File: src/rtl/dma_hs_pkg.sv
package dma_hs_pkg;
  typedef enum logic {ST_IDLE = 1'b0, ST_XFER = 1'b1} st_e;
endpackage

File: src/rtl/dma_sync.sv
module dma_sync #(
  parameter int W = 4
) (
  input  logic         clk_i,
  input  logic         rst_ni,
  input  logic [W-1:0] async_i,
  output logic [W-1:0] fall_o
);
  logic [W-1:0] s1_q, s2_q, s3_q;

  always_ff @(posedge clk_i or negedge rst_ni) begin
    if (!rst_ni) begin
      s1_q <= '1;
      s2_q <= '1;
      s3_q <= '1;
    end else begin
      s1_q <= async_i;
      s2_q <= s1_q;
      s3_q <= s2_q;
    end
  end

  assign fall_o = s3_q & ~s2_q;
endmodule

File: src/rtl/dma_arb.sv
module dma_arb #(
  parameter int NCH = 4,
  localparam int CHW = $clog2(NCH)
) (
  input  logic           clk_i,
  input  logic           rst_ni,
  input  logic [NCH-1:0] req_i,
  input  logic           rotate_i,
  input  logic           upd_i,
  input  logic [CHW-1:0] upd_ch_i,
  output logic           gnt_vld_o,
  output logic [CHW-1:0] gnt_ch_o
);
  logic [CHW-1:0] ptr_q;
  int idx;

  always_ff @(posedge clk_i or negedge rst_ni) begin
    if (!rst_ni)    ptr_q <= CHW'(NCH - 1);
    else if (upd_i) ptr_q <= upd_ch_i;
  end

  // fixed: ascending from 0; rotating: ascending from ptr+1 with wrap
  always_comb begin
    gnt_vld_o = 1'b0;
    gnt_ch_o  = '0;
    idx       = 0;
    for (int i = 0; i < NCH; i++) begin
      idx = rotate_i ? (int'(ptr_q) + 1 + i) % NCH : i;
      if (!gnt_vld_o && req_i[idx]) begin
        gnt_vld_o = 1'b1;
        gnt_ch_o  = CHW'(idx);
      end
    end
  end
endmodule

File: src/rtl/dma_chan.sv
module dma_chan #(
  parameter int CNT_W = 16,
  parameter int XFER  = 4
) (
  input  logic             clk_i,
  input  logic             rst_ni,
  input  logic             load_i,
  input  logic [CNT_W-1:0] load_val_i,
  input  logic             chain_i,
  input  logic             eop_i,
  input  logic             busy_i,
  input  logic             done_i,
  output logic             armed_o,
  output logic             last_o
);
  localparam logic [CNT_W-1:0] STEP = CNT_W'(XFER);

  logic [CNT_W-1:0] len_q, cnt_q;
  logic             armed_q, pend_q;
  logic             eop_any;

  assign eop_any = eop_i | pend_q;

  always_ff @(posedge clk_i or negedge rst_ni) begin
    if (!rst_ni) begin
      len_q   <= '0;
      cnt_q   <= '0;
      armed_q <= 1'b0;
      pend_q  <= 1'b0;
    end else if (load_i) begin
      len_q   <= load_val_i;
      cnt_q   <= load_val_i;
      armed_q <= |load_val_i;
      pend_q  <= 1'b0;
    end else if (done_i) begin
      // an edge arriving while the request closes is applied next cycle
      pend_q <= pend_q | eop_i;
      if (cnt_q <= STEP) begin
        if (chain_i) begin
          cnt_q <= len_q;
        end else begin
          cnt_q   <= '0;
          armed_q <= 1'b0;
        end
      end else begin
        cnt_q <= cnt_q - STEP;
      end
    end else if (armed_q && eop_any && !busy_i) begin
      pend_q <= 1'b0;
      if (chain_i) begin
        cnt_q <= len_q;
      end else begin
        cnt_q   <= '0;
        armed_q <= 1'b0;
      end
    end else if (armed_q && eop_i) begin
      pend_q <= 1'b1;
    end else if (!armed_q) begin
      pend_q <= 1'b0;
    end
  end

  assign armed_o = armed_q;
  assign last_o  = (cnt_q <= STEP);
endmodule

File: src/rtl/dma_hs_ctrl.sv
module dma_hs_ctrl
  import dma_hs_pkg::*;
#(
  parameter int NCH        = 4,
  parameter int DATA_W     = 16,
  parameter int XFER_BYTES = 4,
  localparam int CHW       = $clog2(NCH),
  localparam int ADDR_W    = CHW + 1
) (
  input  logic              clk_i,
  input  logic              rst_ni,
  input  logic [NCH-1:0]    dreq_ni,
  output logic [NCH-1:0]    dack_no,
  input  logic [NCH-1:0]    eop_tc_i,
  output logic [NCH-1:0]    tc_o,
  output logic [NCH-1:0]    tc_oe_o,
  input  logic              reg_we_i,
  input  logic [ADDR_W-1:0] reg_addr_i,
  input  logic [DATA_W-1:0] reg_wdata_i,
  output logic              bus_req_o,
  output logic [CHW-1:0]    bus_ch_o,
  input  logic              bus_rdy_i,
  input  logic              bus_last_i
);
  localparam int CHAIN_LSB = NCH;
  localparam int ROT_BIT   = 2 * NCH;

  logic [NCH-1:0] dir_q, chain_q;
  logic           rot_q;
  logic           ctrl_sel, cnt_sel;
  logic [NCH-1:0] load, eop_fall, eop_evt;
  logic [NCH-1:0] armed, last, cand, sel;
  logic           gnt_vld;
  logic [CHW-1:0] gnt_ch;
  st_e            st_q;
  logic [CHW-1:0] cur_q;
  logic           tc_q;
  logic           start, done;

  assign ctrl_sel = reg_we_i && (reg_addr_i == '0);
  assign cnt_sel  = reg_we_i && reg_addr_i[ADDR_W-1];

  always_ff @(posedge clk_i or negedge rst_ni) begin
    if (!rst_ni) begin
      dir_q   <= '0;
      chain_q <= '0;
      rot_q   <= 1'b0;
    end else if (ctrl_sel) begin
      dir_q   <= reg_wdata_i[NCH-1:0];
      chain_q <= reg_wdata_i[CHAIN_LSB +: NCH];
      rot_q   <= reg_wdata_i[ROT_BIT];
    end
  end

  dma_sync #(.W(NCH)) u_sync (
    .clk_i  (clk_i),
    .rst_ni (rst_ni),
    .async_i(eop_tc_i),
    .fall_o (eop_fall)
  );

  assign eop_evt = eop_fall & ~dir_q;

  for (genvar n = 0; n < NCH; n++) begin : g_ch
    assign load[n] = cnt_sel && (reg_addr_i[CHW-1:0] == CHW'(n));
    assign sel[n]  = (st_q == ST_XFER) && (cur_q == CHW'(n));

    dma_chan #(.CNT_W(DATA_W), .XFER(XFER_BYTES)) u_chan (
      .clk_i     (clk_i),
      .rst_ni    (rst_ni),
      .load_i    (load[n]),
      .load_val_i(reg_wdata_i),
      .chain_i   (chain_q[n]),
      .eop_i     (eop_evt[n]),
      .busy_i    (sel[n]),
      .done_i    (done && sel[n]),
      .armed_o   (armed[n]),
      .last_o    (last[n])
    );
  end

  assign cand = ~dreq_ni & armed;

  dma_arb #(.NCH(NCH)) u_arb (
    .clk_i    (clk_i),
    .rst_ni   (rst_ni),
    .req_i    (cand),
    .rotate_i (rot_q),
    .upd_i    (done),
    .upd_ch_i (cur_q),
    .gnt_vld_o(gnt_vld),
    .gnt_ch_o (gnt_ch)
  );

  assign start = (st_q == ST_IDLE) && gnt_vld;
  assign done  = (st_q == ST_XFER) && bus_rdy_i && bus_last_i;

  always_ff @(posedge clk_i or negedge rst_ni) begin
    if (!rst_ni) begin
      st_q  <= ST_IDLE;
      cur_q <= '0;
      tc_q  <= 1'b0;
    end else if (start) begin
      st_q  <= ST_XFER;
      cur_q <= gnt_ch;
      tc_q  <= last[gnt_ch];
    end else if (done) begin
      st_q <= ST_IDLE;
      tc_q <= 1'b0;
    end
  end

  assign bus_req_o = (st_q == ST_XFER);
  assign bus_ch_o  = cur_q;
  assign dack_no   = ~sel;
  assign tc_o      = ~(sel & {NCH{tc_q}} & dir_q);
  assign tc_oe_o   = dir_q;
endmodule

File: config.mk
export PLATFORM = sky130hd
export DESIGN_NAME = dma_hs_ctrl
export DESIGN_NICKNAME = d
export VERILOG_FILES = /design/src/rtl/dma_hs_pkg.sv /design/src/rtl/dma_sync.sv /design/src/rtl/dma_arb.sv /design/src/rtl/dma_chan.sv /design/src/rtl/dma_hs_ctrl.sv
export SDC_FILE = /design/constraint.sdc
export NUM_CORES = 1
export LEC_CHECK = 0
export BUFFER_PORTS_ARGS = -buffer_cell sky130_fd_sc_hd__buf_2
export CAP_MARGIN = 15
export CORE_UTILIZATION = 45
export DETAILED_ROUTE_END_ITERATION = 16
export HOLD_SLACK_MARGIN = 0.03
export MAX_ROUTING_LAYER = met4
export PLACE_DENSITY = 0.61
export REMOVE_ABC_BUFFERS = 1
export SLEW_MARGIN = 10
export SYNTH_ARGS = -nofsm -noshare
export SYNTH_HDL_FRONTEND = slang
export SYNTH_SLANG_ARGS = --single-unit
File: constraint.sdc
create_clock -name clk_i -period 2.3 [get_ports clk_i]
set_clock_uncertainty 0.2 [all_clocks]
set_input_delay 0.46 -clock clk_i [delete_from_list [all_inputs] [get_ports clk_i]]
set_output_delay 0.46 -clock clk_i [all_outputs]
set_load 0.02 [all_outputs]
==> results.tsv, run 1 <==
stage	metric	value	unit
timing	maxSlewViolCount	0	
yosys	async_flop_share	1.00	
timing	slew_headroom	0.378	
routing	vias	8166	
outcome	status	finished with violations	
yosys	synth_top_area_share	0.432	
min_path	hp-class	in2reg	
timing	finalSetupTns	-0.0268	ns
power_and_ir_drop	pwr-share-clk	0.254	
yosys	synth-edff-count	0	
place	placed_area	0.00986	mm²
clock_tree	clock_latency	0.43	ns
cells_and_area	final_cells	1388	
floorplanning	core	0.0188	mm²
clock_tree	clockRootBuffer	clkbuf_16	
routing	wl	26.7	mm
yosys	yosysWarningCount	0	
routing	routed_via_density	5.88	
clock_tree	cts_buffers	17	
floorplanning	initial_core_util	0.460	
place	hpwl	17.5	mm
timing	fin_ws	-0.0268	ns
critical_path	critPathKind	reg2reg	
timing	grt_setup_unrepaired	true	
cells_and_area	synthToLayoutAreaGrowth	29.0	%
critical_path	path_max_fanout	5	
routing	antenna_left	0	
timing	timing.fmax	0.430	GHz
yosys	synth-seq-cells	163	
critical_path	crit_arrival	2.43	ns
yosys	synth_area	0.00862	mm²
power_and_ir_drop	switchingPower	0.00443	W
critical_path	worstPathRequired	2.41	ns
power_and_ir_drop	powerDensity	1090	mW/mm²
clock_tree	clkSlewWorstSetupHoldPaths	0.06	ns
power_and_ir_drop	power.internal	0.00774	W
critical_path	cp-end-kind	flop	
routing	drtPass1Iterations	5	
power_and_ir_drop	p_seq_frac	0.388	
timing	tightestPinTransition	0.924	ns
floorplanning	rows	50	
yosys	yosys.area.top_type	dfrtp_1	
floorplanning	ios	47	
place	place_congestion	0.874	
yosys	syn_inst	1004	
cells_and_area	final_cell_mix	234 x nand2_1, 148 x dfrtp_1, 97 x buf_4	
timing	finalSetupViolCount	2	
yosys	synth.area.top_cells	dfrtp_1 43%, nand2_1 10%, dfstp_2 4.3%	
global_route	grt_max_degree	44	
job	max-cap-violations	0	
power_and_ir_drop	p_sw_frac	0.364	
floorplanning	dieArea	0.0197	mm²
floorplanning	die_w	140	µm
clock_tree	h-tree-depth	4	
global_route	grt_pass1_wl	42.7	mm
routing	drc	0	
outcome	violations	negative setup slack	
power_and_ir_drop	combPwrFrac	0.359	
timing	layout_min_cycle_time	2.33	ns
global_route	overflow	0	
cells_and_area	final_cell_area	0.0111	mm²
cells_and_area	final_layout_size_suffix_gt1_frac	0.255	
timing	timing.final.hold_violations	0	
floorplanning	die_h	140	µm
critical_path	crit_path_start_kind	flop	
global_route	grtUsageTotal	0.288	
cells_and_area	fin_util	0.593	
cells_and_area	nNetsFinal	1180	
yosys	yosysUniqueCellTypes	74	
cells_and_area	final_common_cell	nand2_1	
yosys	yosysSeqAreaShare	0.475	
timing	period_share	1.01	
routing	drt_iter0_markers	669	
global_route	antenna_found_initial	1	
power_and_ir_drop	leakagePower	4.89	nW
clock_tree	cts_tree	done	
yosys	synth.avg_cell_area	8.59	µm²
global_route	grt_pass1_vias	7893	
clock_tree	clock_path_buffers	2	
place	io_buffer_count	46	
yosys	ys.flop_type	dfrtp_1	
routing	avgRoutedWirePerCell	19.2	µm
power_and_ir_drop	peakVddDrop	0.541	mV
clock_tree	clock-sinks	163	
place	post-place-cells	1328	
## metrics by stage
| step | total power (W) | worst slack (ns) | hold slack, ns |
|---|---|---|---|
| 6_report | 0.0122 | -0.0268 | 0.139 |
| 3_5_place_dp | 0.00848 | -0.103 | 0.147 |
| 5_1_grt | 0.0129 | -0.122 | 0.148 |
| 3_3_place_gp | 0.00843 | -0.0681 | 0.146 |
| 4_1_cts | 0.0118 | -0.0771 | 0.128 |
| 2_1_floorplan | 0.00679 | -0.988 | -0.0356 |
## cells in the mapped netlist, drive strengths merged (7+ instances only)
library cell,instances
o21ai,59
dfstp,14
a21oi,62
buf,21
a41oi,13
nor4,21
mux2,11
ha,8
inv,13
o31ai,16
nand3,35
a311oi,16
nor3,34
and3,10
nor2,83
dfrtp,149
nand2,237
nor3b,7
o211ai,22
o21a,10
clkbuf,43
nand4,13
a31oi,24
## final cells by class
cell class	instances	area, µm²
repair buffers	181	1560
fillers	1598	7640
flip-flops and latches	163	4100
diodes	1	2.50
clock buffers	24	492
well taps	234	293
multi-input cells	764	4490
clock inverters	8	148
inverters	13	48.8
## metal layers
layer  global-route usage  vias to the layer above  wire length [µm]
li1                     -                     3888                 -
met1                0.380                     4000             11800
met2                0.457                      234             12900
met3               0.0479                       44              1440
met4               0.0850                        0               500
met5                    -                        -                 0
## sequential cells by signal, indices dropped and copies added, names as in the netlist, 2 cells and up
register and flops:
u_arb.ptr_q 2, g_ch.u_chan.armed_o 4, bus_ch_o 2, g_ch.u_chan.cnt_q 64, g_ch.u_chan.len_q 64, u_sync.s3_q 4
g_ch.u_chan.pend_q 4, chain_q 4, tc_oe_o 4, u_sync.s1_q 4, u_sync.s2_q 4
## timing repair
action                                 4_1_cts  5_1_grt
gates cloned                                 2        2
hold buffers                                 5        0
pin swaps                                    6       31
endpoints found under the hold margin       41        0
resized for setup                           21       72
buffers inserted                            13       11
setup endpoints to repair                   11       69
## worst max-delay path: stages (launching register included)
cell and delay (ns):
dfrtp_1 0.38, or4_4 0.55, nand4bb_4 0.26, o21ai_4 0.26, buf_4 0.16, buf_6 0.09
nand2_4 0.06, o211ai_1 0.15, o21ai_1 0.08
## power by group through the flow
stage	logic (W)	registers (W)	clock network, W
floorplan	0.00225	0.00454	0
global placement	0.00376	0.00467	0
detailed placement	0.00382	0.00467	0
CTS	0.00408	0.00462	0.00314
global route	0.00482	0.00484	0.00324
finish	0.00437	0.00472	0.00309
## kinds of logic (layout without fill, tap and decap cells)
logic type / count (synthesis) / count (layout) / share of synthesized area
muxes: 15 / 15 / 0.0190
adders and majority gates: 8 / 8 / 0.0116
buffers and inverters: 77 / 226 / 0.0387
AOI/OAI and AO/OA: 253 / 253 / 0.191
other: 0 / 1 / 0
DFF: 163 / 163 / 0.475
and+or+nand+nor: 486 / 486 / 0.262
xor gates and xnor gates: 2 / 2 / 0.00203
## worst paths after layout
kind,from,slack (ns),endpoint,cells after the start
min in group asynchronous,rst_ni,0.33,g_ch[2].u_chan.len_q[6],2
min,reg_wdata_i[11],0.14,g_ch[0].u_chan.len_q[11],3
max in group asynchronous,rst_ni,0.96,u_sync.s1_q[1],3
max reg2reg,g_ch[1].u_chan.cnt_q[14],-0.03,g_ch[1].u_chan.armed_o,8
min reg2reg,u_sync.s1_q[2],0.16,u_sync.s2_q[2],0
max,g_ch[1].u_chan.cnt_q[14],-0.03,g_ch[1].u_chan.armed_o,8
No activity file was read; power rests on OpenSTA's default activity.
==> inputs of run 2 (changes only) <==
--- a/config.mk
+++ b/config.mk
@@ -7,6 +7,7 @@
 export LEC_CHECK = 0
 export BUFFER_PORTS_ARGS = -buffer_cell sky130_fd_sc_hd__buf_2
 export CAP_MARGIN = 15
+export CORE_ASPECT_RATIO = 1.75
 export CORE_UTILIZATION = 45
 export DETAILED_ROUTE_END_ITERATION = 16
 export HOLD_SLACK_MARGIN = 0.03
==> run 2 against run 1 <==
Effect of this change: register-to-register slack better by 0.03 ns; largest power group is now combinational logic; worst setup slack worse by 0.030 ns; the flow still finishes with violations (negative setup slack); die area up 0.11%; first-iteration DRC count down 34%; wire length up 8.4%; sequential power about the same.
==> results.tsv, run 2 (synthesis results as in run 1) <==
stage	metric	value	unit	change
outcome	status	finished with violations		
outcome	violations	negative setup slack		
routing	drtPass1Iterations	5		unchanged
routing	wl_met3	1.19	mm	-17%
global_route	grtUsageTotal	0.310		+0.0213
global_route	grt_max_degree	46		+4.5%
floorplanning	core	0.0187	mm²	-0.56%
cells_and_area	final_layout_size_suffix_gt1_frac	0.292		+0.0368
timing	fin_hold_ws	0.155	ns	+0.0169 ns
floorplanning	rows	66		+32%
critical_path	crit_arrival	1.70	ns	-0.73 ns
cells_and_area	final_common_cell	nand2_1		
floorplanning	ios	47		unchanged
timing	slew_headroom	0.473		+0.0946
clock_tree	cts_buffers	17		unchanged
routing	routed-wl-met2	15.1	mm	+17%
routing	wl	28.9	mm	+8.4%
routing	met1_length	11.0	mm	-7.1%
timing	layout_min_cycle_time	2.36	ns	+0.0305 ns
power_and_ir_drop	switchingPower	0.00466	W	+5.2%
cells_and_area	nNetsFinal	1199		+1.6%
clock_tree	clock_path_buffers	2		unchanged
clock_tree	clock_latency	0.43	ns	about the same
cells_and_area	fill_cells	1679		+5.1%
global_route	overflow	0		unchanged
floorplanning	dieArea	0.0197	mm²	+0.11%
routing	drt_iter0_markers	439		-34%
timing	period_share	1.02		+0.0133
routing	drc	0		unchanged
clock_tree	h-tree-depth	4		unchanged
power_and_ir_drop	combPwrFrac	0.391		+0.032
timing	grt_setup_unrepaired	true		
timing	tightestPinTransition	0.784	ns	-0.141 ns
power_and_ir_drop	peakVddDrop	0.541	mV	about the same
routing	vias	8451		+3.5%
cells_and_area	final_cell_mix	233 x nand2_1, 144 x dfrtp_1, 122 x buf_4		
power_and_ir_drop	p_seq_frac	0.382		-0.006
critical_path	path_max_fanout	6		+1
cells_and_area	antenna_cells	0		-1
place	placed_area	0.0100	mm²	+1.6%
critical_path	crit_path_start_kind	flop		
timing	timing.final.hold_violations	0		unchanged
power_and_ir_drop	pwr-share-clk	0.227		-0.027
cells_and_area	synthToLayoutAreaGrowth	31.3	%	
power_and_ir_drop	power.internal	0.00765	W	-1.3%
timing	maxSlewViolCount	0		unchanged
timing	timing.fmax	0.424	GHz	-1.3%
place	hpwl	19.7	mm	+12%
cells_and_area	reg.largest.list	g_ch.u_chan.cnt_q: 64 flops, g_ch.u_chan.len_q: 64 flops		
global_route	grt_pass1_wl	45.0	mm	+5.4%
clock_tree	clkSlewWorstSetupHoldPaths	0.06	ns	about the same
routing	antenna_left	0		unchanged
critical_path	cp-end-kind	output port		
min_path	hp-class	reg2reg		
cells_and_area	area.sequential	0.00410	mm²	+0.12%
power_and_ir_drop	leakagePower	4.97	nW	+1.5%
timing	finalSetupViolCount	6		+4
job	max-cap-violations	0		unchanged
cells_and_area	multiInputGateArea	0.00461	mm²	+2.8%
place	post-place-cells	1351		+1.7%
global_route	grt_pass1_vias	8321		+5.4%
cells_and_area	final_cell_area	0.0113	mm²	+1.8%
power_and_ir_drop	powerDensity	1090	mW/mm²	-0.70%
timing	fin_ws	-0.0573	ns	-0.0305 ns
critical_path	critPathKind	reg2out		
cells_and_area	final_cells	1410		+1.6%
clock_tree	cts_tree	done		
place	io_buffer_count	46		unchanged
place	place_congestion	0.942		+7.7%
critical_path	worstPathRequired	1.64	ns	-0.77 ns
clock_tree	clock-sinks	163		unchanged
floorplanning	die_h	185	µm	+32%
clock_tree	clockRootBuffer	clkbuf_16		
routing	avgRoutedWirePerCell	20.5	µm	+6.7%
routing	routed_via_density	5.99		+1.9%
floorplanning	die_w	107	µm	-24%
routing	top_layer	met4		
power_and_ir_drop	p_sw_frac	0.379		+0.0148
floorplanning	initial_core_util	0.462		+0.00259
global_route	antenna_found_initial	0		-1
power_and_ir_drop	total_power	0.0123	W	+1.1%
run 2: cell type report:
| type | instances | area share |
|---|---|---|
| sequential | 163 | 0.362 |
| clock buffer | 23 | 0.0404 |
| multi-input combinational | 764 | 0.407 |
| tap | 238 | 0.0263 |
| timing repair buffer | 200 | 0.150 |
| inverter | 13 | 0.00431 |
| clock inverter | 9 | 0.00939 |
run 2: per-layer routing:
metal	GRT usage	vias to the layer above
li1	-	3926
met1	0.348	4166
met3	0.0429	93
met2	0.531	266
met4	0.164	0
met5	-	-
run 2: repair_timing:
action	CTS	global route
gates resized for setup	36	88
pin swaps	15	41
setup endpoints to repair	32	65
hold buffers	5	0
endpoints found under the hold margin	43	0
cloned	3	2
buffers inserted	13	7
run 2: worst max-delay path: stages (launching register included):
cell and delay, ns:
dfrtp_2 0.45, buf_6 0.13, nand3b_1 0.17, buf_4 0.16, or2_4 0.22, buf_6 0.13
run 2: power by group through the flow:
stage	clock network [W]	registers, W	logic, W
detailed placement	0	0.00463	0.00414
floorplan	0	0.00454	0.00225
finish	0.00279	0.00470	0.00481
CTS	0.00283	0.00461	0.00445
global route	0.00296	0.00482	0.00526
global placement	0	0.00462	0.00408
run 2: path summary, 6_finish.rpt:
path | from | end | slack (ns) | depth (start not counted)
setup / recovery | bus_ch_o[1] | tc_o[1] | -0.06 | 5
hold / removal | u_sync.s1_q[3] | u_sync.s2_q[3] | 0.16 | 0
setup reg to reg | g_ch[1].u_chan.cnt_q[12] | g_ch[1].u_chan.cnt_q[6] | 0 | 8
hold reg to reg | u_sync.s1_q[3] | u_sync.s2_q[3] | 0.16 | 0
max in group asynchronous | rst_ni | u_sync.s1_q[3] | 0.86 | 3
min in group asynchronous | rst_ni | g_ch[0].u_chan.pend_q | 0.35 | 2
run 2: stage by stage:
step                       util  setup TNS, ns  setup slack (ns)
after CTS                 0.585         -0.268           -0.0457
after global routing      0.607          -1.34            -0.101
after floorplan               -         -47.45            -0.988
after detailed placement  0.537          -1.50            -0.175
final                     0.607         -0.118           -0.0573
after global placement    0.537         -0.301           -0.0731
